--- config.mk ---
export PLATFORM = sky130hd
export DESIGN_NAME = pulse_count_front
export DESIGN_NICKNAME = d
export VERILOG_FILES = /design/src/rtl/pcf_pkg.sv /design/src/rtl/pcf_pin_sync.sv /design/src/rtl/pcf_mode_map.sv /design/src/rtl/pcf_count_channel.sv /design/src/rtl/pulse_count_front.sv
export SDC_FILE = /design/constraint.sdc
export NUM_CORES = 1
export LEC_CHECK = 0
export BUFFER_PORTS_ARGS = -buffer_cell sky130_fd_sc_hd__buf_4
export CAP_MARGIN = 10
export CORE_ASPECT_RATIO = 1.2
export CORE_MARGIN = 2
export CORE_UTILIZATION = 59
export DETAILED_ROUTE_END_ITERATION = 12
export PLACE_DENSITY = 0.87
export SLEW_MARGIN = 10
export SYNTH_ARGS = -nofsm -noshare
export SYNTH_HDL_FRONTEND = slang
export SYNTH_SLANG_ARGS = --single-unit
--- constraint.sdc ---
create_clock -name clk -period 5.6 [get_ports clk]
set_input_delay 1.4 -clock clk [delete_from_list [all_inputs] [get_ports clk]]
set_output_delay 1.4 -clock clk [all_outputs]
set_load 0.01 [all_outputs]
--- src/rtl/pcf_pkg.sv ---
package pcf_pkg;
  localparam int MODE_W  = 2;
  localparam int CH_PINS = 3;
  localparam int STAT_W  = 4;
  // status nibble bit positions
  localparam int ST_DONE = 0;
  localparam int ST_INH  = 1;
  localparam int ST_UD   = 2;
  localparam int ST_CLK  = 3;
  // pin offsets inside a channel's pin group
  localparam int PO_CLK  = 0;
  localparam int PO_UD   = 1;
  localparam int PO_GATE = 2;
endpackage

--- src/rtl/pcf_pin_sync.sv ---
module pcf_pin_sync #(
  parameter int W      = 8,
  parameter int STAGES = 2
) (
  input  logic         clk,
  input  logic         rst,
  input  logic [W-1:0] din,
  output logic [W-1:0] dout
);
  logic [STAGES-1:0][W-1:0] chain;

  always_ff @(posedge clk) begin
    if (rst) chain[0] <= '0;
    else     chain[0] <= din;
  end

  generate
    for (genvar k = 1; k < STAGES; k++) begin : g_stage
      always_ff @(posedge clk) begin
        if (rst) chain[k] <= '0;
        else     chain[k] <= chain[k-1];
      end
    end
  endgenerate

  assign dout = chain[STAGES-1];
endmodule

--- src/rtl/pcf_mode_map.sv ---
module pcf_mode_map
  import pcf_pkg::*;
#(
  parameter int PINS   = 8,
  parameter int NUM_CH = 2
) (
  input  logic [MODE_W-1:0] mode,
  output logic [NUM_CH-1:0] ch_act,
  output logic [PINS-1:0]   pin_mask
);
  generate
    for (genvar c = 0; c < NUM_CH; c++) begin : g_act
      // a higher mode number retires channels from the top down
      assign ch_act[c] = (c + int'(mode)) < NUM_CH;
    end
    for (genvar p = 0; p < PINS; p++) begin : g_mask
      if (p / CH_PINS < NUM_CH) begin : g_owned
        assign pin_mask[p] = ch_act[p / CH_PINS];
      end else begin : g_free
        assign pin_mask[p] = 1'b0;
      end
    end
  endgenerate
endmodule

--- src/rtl/pcf_count_channel.sv ---
module pcf_count_channel
  import pcf_pkg::*;
#(
  parameter int CNT_W = 32
) (
  input  logic              clk,
  input  logic              rst,
  input  logic              act,
  input  logic              clk_lvl,
  input  logic              ud_lvl,
  input  logic              gate_lvl,
  input  logic              set_req,
  input  logic              inh_req,
  input  logic [CNT_W-1:0]  set_val,
  output logic [CNT_W-1:0]  count,
  output logic [STAT_W-1:0] stat
);
  logic clk_prev, set_done, inh_q, ud_q, clk_q;
  logic rise, load, enabled;

  assign rise    = clk_lvl & ~clk_prev;
  assign load    = act & set_req & ~set_done;
  assign enabled = act & ~(inh_q ^ gate_lvl);

  always_ff @(posedge clk) begin
    if (rst) begin
      clk_prev <= 1'b0;
      set_done <= 1'b0;
      inh_q    <= 1'b0;
      ud_q     <= 1'b0;
      clk_q    <= 1'b0;
      count    <= '0;
    end else begin
      clk_prev <= clk_lvl;
      set_done <= act & set_req;
      inh_q    <= act & inh_req;
      ud_q     <= ud_lvl;
      clk_q    <= clk_lvl;
      if (load)
        count <= set_val;
      else if (enabled && rise)
        count <= ud_lvl ? count + CNT_W'(1) : count - CNT_W'(1);
    end
  end

  always_comb begin
    stat          = '0;
    stat[ST_DONE] = set_done;
    stat[ST_INH]  = inh_q;
    stat[ST_UD]   = ud_q;
    stat[ST_CLK]  = clk_q;
  end

  // a taken load shows the preset on the next cycle
  p_load_r3: assert property (@(posedge clk) disable iff (rst)
    (act && set_req && !set_done) |=> (count == $past(set_val)));

  // done drops once the request is released
  p_done_clear_r3: assert property (@(posedge clk) disable iff (rst)
    !set_req |=> !set_done);

  // inhibit request is echoed
  p_inh_echo_r4: assert property (@(posedge clk) disable iff (rst)
    (act && inh_req) |=> inh_q);

  // a disabled or inactive counter holds
  p_hold_r5: assert property (@(posedge clk) disable iff (rst)
    ((!act || (inh_q ^ gate_lvl)) && !(act && set_req && !set_done)) |=> $stable(count));

  // outside a load the count moves by at most one step
  p_step_r6: assert property (@(posedge clk) disable iff (rst)
    !(act && set_req && !set_done) |=>
      (count == $past(count) || count == $past(count) + CNT_W'(1) ||
       count == $past(count) - CNT_W'(1)));

  // inactive channel reports no taken requests
  p_inactive_r2: assert property (@(posedge clk) disable iff (rst)
    !act |=> (!set_done && !inh_q));
endmodule

--- src/rtl/pulse_count_front.sv ---
module pulse_count_front
  import pcf_pkg::*;
#(
  parameter int PINS   = 8,
  parameter int NUM_CH = 2,
  parameter int CNT_W  = 32,
  parameter int SYNC_N = 2
) (
  input  logic                          clk,
  input  logic                          rst,
  input  logic [MODE_W-1:0]             mode,
  input  logic [PINS-1:0]               pins,
  input  logic                          short_lo,
  input  logic                          short_hi,
  input  logic [NUM_CH-1:0]             ctrl_set,
  input  logic [NUM_CH-1:0]             ctrl_inh,
  input  logic [NUM_CH-1:0][CNT_W-1:0]  set_val,
  output logic [NUM_CH-1:0][CNT_W-1:0]  count,
  output logic [NUM_CH-1:0][STAT_W-1:0] stat,
  output logic [PINS-1:0]               raw_in,
  output logic [PINS-1:0]               plain_in,
  output logic                          err_lo,
  output logic                          err_hi
);
  localparam int USED_PINS = NUM_CH * CH_PINS;

  logic [PINS-1:0]   pin_s;
  logic [NUM_CH-1:0] ch_act;
  logic [PINS-1:0]   pin_mask;

  pcf_pin_sync #(.W(PINS), .STAGES(SYNC_N)) u_sync (
    .clk(clk), .rst(rst), .din(pins), .dout(pin_s)
  );

  pcf_mode_map #(.PINS(PINS), .NUM_CH(NUM_CH)) u_map (
    .mode(mode), .ch_act(ch_act), .pin_mask(pin_mask)
  );

  generate
    if (USED_PINS > PINS) begin : g_bad_cfg
      initial $error("pin plan needs more pins than PINS");
    end
    for (genvar c = 0; c < NUM_CH; c++) begin : g_ch
      pcf_count_channel #(.CNT_W(CNT_W)) u_ch (
        .clk     (clk),
        .rst     (rst),
        .act     (ch_act[c]),
        .clk_lvl (pin_s[c*CH_PINS + PO_CLK]),
        .ud_lvl  (pin_s[c*CH_PINS + PO_UD]),
        .gate_lvl(pin_s[c*CH_PINS + PO_GATE]),
        .set_req (ctrl_set[c]),
        .inh_req (ctrl_inh[c]),
        .set_val (set_val[c]),
        .count   (count[c]),
        .stat    (stat[c])
      );
    end
  endgenerate

  assign raw_in = pin_s;

  always_ff @(posedge clk) begin
    if (rst) begin
      plain_in <= '0;
      err_lo   <= 1'b0;
      err_hi   <= 1'b0;
    end else begin
      plain_in <= pin_s & ~pin_mask;
      err_lo   <= short_lo;
      err_hi   <= short_hi;
    end
  end
endmodule

==> results of run 1 <==
layout by cell type, fill, tap and decap left out, drive strengths merged, types with 5 or more instances in the layout:
master	count
clkbuf	10
buf	180
o21a	12
a31oi	14
a21oi	79
dfxtp	98
nor2	77
o211ai	13
inv	15
and2	10
o21ai	58
o31ai	6
nor3	20
a211oi	13
a21o	30
nand4	11
xor2	16
or3	9
o211a	5
nor3b	7
nor2b	36
nand2	97
nand3	19
nand2b	8
and3	19
xnor2	26
a311oi	28
ha	60
routing by layer:
layer / routed length (µm) / part of all wire, % / up-vias / global-route usage, %
met4: 669 / 3.3 / 0 / 12.31
met2: 10550 / 51 / 246 / 55.52
met3: 1038 / 5.0 / 59 / 3.493
met5: 0 / 0 / - / 0
li1: - / - / 3648 / -
met1: 8309 / 40 / 3517 / 36.76
sequential cells by signal, indices dropped and copies added (netlist names):
name,flops
u_sync.dout,8
u_sync.chain,8
g_ch.u_ch.set_done,2
plain_in,8
err_lo,1
err_hi,1
g_ch.u_ch.inh_q,2
g_ch.u_ch.count,64
g_ch.u_ch.ud_q,2
g_ch.u_ch.clk_prev,2
final timing paths:
path	to	depth (start not counted)	startpoint	slack (ps)
worst max-delay path	g_ch[0].u_ch.count[30]	11	u_sync.dout[1]	1760
worst min-delay path	u_sync.dout[5]	1	u_sync.chain[5]	440
worst max register to register	g_ch[0].u_ch.count[30]	11	u_sync.dout[1]	1760
worst min register to register	u_sync.dout[5]	1	u_sync.chain[5]	440
cell type report:
cell class | instances | area (µm²)
timing repair buffer | 180 | 1351
clock inverter | 6 | 55.05
fill | 991 | 3278
tap | 161 | 201.4
multi-input combinational | 745 | 4928
clock buffer | 10 | 239.0
sequential | 98 | 1962
inverter | 11 | 41.29
synth_stat cells, drive strengths merged (5+ instances only):
cell,n
a211oi,13
a21o,30
a21oi,79
a311oi,28
a31oi,14
and2,10
and3,19
buf,24
clkbuf,44
dfxtp,98
ha,60
inv,11
nand2,97
nand2b,8
nand3,19
nand4,11
nor2,77
nor2b,36
nor3,20
nor3b,7
o211a,5
o211ai,13
o21a,12
o21ai,58
o31ai,6
or3,9
xnor2,26
xor2,16
report_power, final:
| group | switching (µW) | internal (µW) | total (µW) |
|---|---|---|---|
| Clock | 303 | 324 | 627 |
| Sequential | 36.5 | 738 | 775 |
| Combinational | 468 | 393 | 861 |
| Total | 808 | 1460 | 2260 |
per-stage QoR:
stage | cells | cell area [µm²] | worst slack [ps] | power (µW)
after global placement | 1195 | 8484 | 1960 | 1615
after CTS | 1211 | 8778 | 1791 | 2252
after detailed placement | 1195 | 8484 | 1836 | 1627
after floorplan | 922 | 7249 | 2167 | 1397
final | 1211 | 8778 | 1760 | 2263
after global routing | 1211 | 8778 | 1484 | 2383
kinds of logic after synthesis:
| family | synth area share (%) |
|---|---|
| AO/OA/AOI/OAI | 28.37 |
| XOR/XNOR | 5.074 |
| adder cells (fa/ha/maj) | 10.91 |
| buffers and inverters | 5.040 |
| flip-flops | 27.06 |
| multiplexers | 0.8285 |
| AND/OR/NAND/NOR | 22.71 |
==> impl_metrics.env, run 1 <==
export IMPL_drt_first_iter_violations=402
export IMPL_power_density_nw_per_um2=257.8
export IMPL_num_antenna_cells=0
export IMPL_clock_sinks=98
export IMPL_synth_cell_type_count=75
export IMPL_fin_skew_ps=9.752
export IMPL_port_buffer_count=171
export IMPL_cts_buffers_inserted=9
export IMPL_synthCells=922
export IMPL_worst_path_max_delay_cell="inv_1"
export IMPL_layout_nets=1189
export IMPL_synth_top_cell_area_share_pct=27.06
export IMPL_htree_levels=3
export IMPL_cts_root_buf="clkbuf_16"
export IMPL_die_w_um=105.2
export IMPL_async_flop_share_pct=0
export IMPL_postCtsSetupBuffers=0
export IMPL_cap_viol_max_count=0
export IMPL_criticalPathCategory="reg2reg"
export IMPL_synth_edf_count=0
export IMPL_synth_area_per_cell_um2=7.863
export IMPL_antenna_found_initial=0
export IMPL_syn_cell_area_um2=7249
export IMPL_crit_buf_inv=2
export IMPL_hold_viol=0
export IMPL_cp_arrival_ps=4040
export IMPL_cp_cell_sequence="inv_1, buf_4, ha_1, a21o_1, a211o_1, a21oi_2, a31oi_4, a311o_1, a2111oi_0, or3_1, o311ai_1"
export IMPL_cp_max_fo=20
export IMPL_cts_clk_slew_worst_paths_ps=70
export IMPL_gp_congestion=0.9052
export IMPL_synth_top_flop_cell="dfxtp_1"
export IMPL_dp_hpwl_um=14770
export IMPL_worst_slew_pin_slew_ps=975.4
export IMPL_design_portCount=172
export IMPL_initial_core_util_pct=60.13
export IMPL_ys_top_cells_by_area="dfxtp_1 27%, ha_1 10%, a21oi_1 5.4%"
export IMPL_cts_repair_resized=0
export IMPL_finalCriticalPeriod_ps=3840
export IMPL_ys_seq_area_share_pct=27.06
export IMPL_core_area_um2=12060
export IMPL_area_growth_pct=21.09
export IMPL_crit_path_start_kind="flip-flop"
export IMPL_grt_pass1_vias=7133
export IMPL_hold_class="reg2reg"
export IMPL_vias=7470
export IMPL_drcViolationCount=0
export IMPL_grt_pass1_wl_um=33750
export IMPL_dieArea_um2=13190
export IMPL_routed_wl_um=20570
export IMPL_ys_warn_count=0
export IMPL_slowest_delay_ps=580
export IMPL_utilization_pct=72.81
export IMPL_hold_ws_ps=439.0
export IMPL_cts_tree="yes"
export IMPL_wl_per_cell_um=16.99
export IMPL_max_slew_margin_pct=34.92
export IMPL_drt_antenna_violating_nets=0
export IMPL_timing_final_max_slew_violations=0
export IMPL_rsz0062_at_grt="no"
export IMPL_worst_ir_drop_vdd_uv=148.0
export IMPL_synth_seq_cells=98
export IMPL_grt_overflow=0
export IMPL_die_y_um=125.4
export IMPL_first_pass_iters=5
export IMPL_grt_start_max_net_pins=86
export IMPL_syn_num_nets=1066
export IMPL_drive_gt1_share_pct=20.29
export IMPL_grtUsageTotal_pct=30.74
export IMPL_setup_violations_final=0
export IMPL_status="finished clean"
export IMPL_via_per_inst=6.168
export IMPL_clk_latency_ps=360
export IMPL_cts_max_path_buffers=2
export IMPL_rows=44
export IMPL_fin_crit_sh_pct=68.57
export IMPL_hold_buffers=0
export IMPL_fmax_mhz=260.4
export IMPL_path_delay_family="compound AO/OA/AOI/OAI gates"
export IMPL_p_leak_uw=0.003960
export IMPL_cp_required_ps=5800
export IMPL_cp_end_kind="flip-flop"
export IMPL_finalSetupTns_ps=0
export IMPL_yosysTopAreaCell="dfxtp_1"
Power figures use the tool's default switching activity.
==> run 2, diff against run 1 <==
Settings changed: ABC_AREA set to 1, CORE_UTILIZATION 59 to 57, PLACE_DENSITY 0.87 to 0.82.
Clock period 5.6 ns to 3.9 ns, I/O delays scaled along.
==> run 2 against run 1 <==
  * Area after synthesis up 19%
  * Synthesized cell count rose by 66%
  * Non-clock buffer count shrank 3
  * Die area grew 22%
  * Sequential share of layout area shrank 3.2 points
  * Register-to-register slack lost 910 ps
  * Flip-flop and latch count unchanged
  * Cell area is 17% higher
  * Via count rose by 26%
  * Fmax grew 26%
  * Core utilization shrank 3.8 points
  * Setup slack worse by 910 ps
==> impl_metrics.env, run 2 <==
export IMPL_cts_clk_slew_worst_paths_ps=80
export IMPL_synth_xor_area_share_pct=3.670
export IMPL_crit_path_start_kind="flip-flop"
export IMPL_rrSetupSlack_ps=850
export IMPL_htree_levels=3
export IMPL_synth_most_common_cell="nand2_1"
export IMPL_wl_met3_um=796
export IMPL_core_area_um2=14840
export IMPL_drt_first_iter_violations=588
export IMPL_setup_violations_final=0
export IMPL_hold_buffers=0
export IMPL_p_sw_uw=1828
export IMPL_grtUsageTotal_pct=31.61
export IMPL_r2r_start="u_sync.dout[1]"
export IMPL_via_per_inst=5.009
export IMPL_power_frac_seq_pct=27.4
export IMPL_ys_seq_area_share_pct=22.83
export IMPL_grt_start_max_net_pins=64
export IMPL_topRoutingLayerUsed="met4"
export IMPL_reg2reg_depth=14
export IMPL_port_buffer_count=171
export IMPL_layout_common_cells="550 x nand2_1, 273 x inv_1, 177 x buf_4, 173 x nor2_1, 131 x a21oi_1"
export IMPL_synth_top_cell_area_share_pct=24.03
export IMPL_clk_latency_ps=370
export IMPL_fin_area_um2=10230
export IMPL_postCtsSetupBuffers=0
export IMPL_initial_core_util_pct=57.91
export IMPL_antenna_found_initial=0
export IMPL_power_frac_clock_pct=23.9
export IMPL_area_growth_pct=19.12
export IMPL_largest_register="g_ch.u_ch.count"
export IMPL_power_density_nw_per_um2=406.8
export IMPL_cp_arrival_ps=3280
export IMPL_fin_crit_sh_pct=78.29
export IMPL_synthCells=1533
export IMPL_synth_compound_area_share_pct=10.79
export IMPL_synth_edf_count=0
export IMPL_rows=49
export IMPL_hold_class="reg2reg"
export IMPL_largest_register_ff_count=64
export IMPL_synth_area_per_cell_um2=5.605
export IMPL_die_w_um=116.1
export IMPL_die_y_um=138.5
export IMPL_p_leak_uw=0.006161
export IMPL_cp_end_kind="flip-flop"
export IMPL_fmax_mhz=327.5
export IMPL_routed_wl_um=24650
export IMPL_p_comb_share_pct=48.7
export IMPL_rsz0062_at_grt="no"
export IMPL_hold_viol=0
export IMPL_synthTopCellsByCount="550 x nand2_1, 273 x inv_1, 173 x nor2_1, 131 x a21oi_1, 98 x dfxtp_1"
export IMPL_num_antenna_cells=0
export IMPL_cap_viol_max_count=0
export IMPL_cts_tree="yes"
export IMPL_holdPathStages=2
export IMPL_vias=9426
export IMPL_placed_area_um2=9916
export IMPL_cp_max_fo=32
export IMPL_clock_sinks=98
export IMPL_syn_num_nets=1677
export IMPL_yosysTopAreaCell="nand2_1"
export IMPL_finalSetupTns_ps=0
export IMPL_dp_hpwl_um=19360
export IMPL_synth_cell_type_count=27
export IMPL_status="finished clean"
export IMPL_final_common_cell="nand2_1"
export IMPL_syn_cell_area_um2=8592
export IMPL_cts_max_path_buffers=2
export IMPL_async_flop_share_pct=0
export IMPL_layout_nets=1817
export IMPL_worst_slew_pin_slew_ps=1222
export IMPL_first_pass_iters=5
export IMPL_drt_antenna_violating_nets=0
export IMPL_hold_ws_ps=402.2
export IMPL_timing_final_max_slew_violations=0
export IMPL_grt_pass1_wl_um=40940
export IMPL_grt_pass1_vias=8986
export IMPL_drcViolationCount=0
export IMPL_finalCriticalPeriod_ps=3053
export IMPL_timing_rr_end="g_ch[0].u_ch.count[29]"
export IMPL_wl_met1_um=9681
export IMPL_cts_repair_resized=0
export IMPL_max_slew_margin_pct=18.43
export IMPL_hold_end="u_sync.dout[7]"
export IMPL_wl_per_cell_um=13.10
export IMPL_fin_skew_ps=7.321
export IMPL_cts_root_buf="clkbuf_16"
export IMPL_swShare_pct=43.91
export IMPL_wl_met2_um=13150
export IMPL_cts_buffers_inserted=9
export IMPL_ys_warn_count=0
export IMPL_design_portCount=172
export IMPL_grt_overflow=0
export IMPL_ys_top_cells_by_area="nand2_1 24%, dfxtp_1 23%, inv_1 12%"
export IMPL_synth_seq_cells=98
export IMPL_power_uw=4163
export IMPL_synth_top_family_by_area="simple AND/OR/NAND/NOR gates"
export IMPL_worst_ir_drop_vdd_uv=241.2
export IMPL_cp_required_ps=4130
export IMPL_yosys_area_share_adder_pct=9.203
export IMPL_gp_congestion=1.035
export IMPL_synth_mux_area_share_pct=0
export IMPL_p_int_uw=2335
export IMPL_min_from="u_sync.chain[7]"
export IMPL_synthSimpleGateAreaFrac_pct=38.42
export IMPL_dieArea_um2=16080
export IMPL_drive_gt1_share_pct=11.92
export IMPL_synth_top_flop_cell="dfxtp_1"
export IMPL_criticalPathCategory="reg2reg"
[run 2: worst max-delay path by stage]
| stage | from | to | depth (start not counted) |
|---|---|---|---|
| 3_5_place_dp | mode[1] | g_ch[1].u_ch.count[28] | 10 |
| 4_1_cts | u_sync.dout[1] | g_ch[0].u_ch.count[28] | 14 |
| 3_3_place_gp | mode[1] | g_ch[1].u_ch.count[18] | 10 |
| 5_1_grt | u_sync.dout[1] | g_ch[0].u_ch.count[29] | 14 |
| 6_report | u_sync.dout[1] | g_ch[0].u_ch.count[29] | 14 |
| 2_1_floorplan | u_sync.dout[4] | g_ch[1].u_ch.count[17] | 14 |
[run 2: critical path, cell delays in order (launching register included)]
cell and delay [ps]:
dfxtp_1 360, inv_1 890, ha_1 480, nor2_1 150, inv_1 70, nand3_1 70
nand2_1 110, nand2_1 90, nand2_1 170, nand2_1 160, nand2_1 60, nand2_1 60
nand3_1 70, nand2_1 90, a21oi_1 60
[run 2: power by group through the flow]
stage | Sequential [µW] | Clock (µW) | Combinational, µW
floorplan | 1180 | 0 | 1430
global placement | 1160 | 0 | 1970
detailed placement | 1160 | 0 | 2000
CTS | 1140 | 1010 | 2010
global route | 1150 | 1050 | 2320
finish | 1140 | 995 | 2030
[run 2: per-stage QoR]
step / setup WS (ps) / utilization, % / std cells
global placement: 792.0 / 66.83 / 1866
floorplan: 1638 / - / 1533
finish: 846.5 / 68.98 / 1882
detailed placement: 722.7 / 66.83 / 1866
CTS: 915.8 / 68.98 / 1882
global route: 607.3 / 68.98 / 1882
[run 2: final cells by class]
type                            count  area, µm²
Timing Repair Buffer              177       1329
Clock inverter                      7      93.84
Multi-Input combinational cell   1111       5334
Inverter                          276       1036
Tap cell                          204      255.2
Fill cell                        1490       4602
Clock buffer                        9      225.2
Sequential cell                    98       1962
[run 2: cell families after synthesis]
kind of cell | after synthesis
AOI/OAI and AO/OA | 181
buffers and inverters | 324
adders and majority gates | 62
xor gates and xnor gates | 36
DFF | 98
and+or+nand+nor | 832
[run 2: routing by layer]
layer | up-vias | track usage, %
met1 | 4216 | 34.35
met5 | - | 0
met4 | 0 | 14.47
met2 | 197 | 59.56
li1 | 4954 | -
met3 | 59 | 3.770
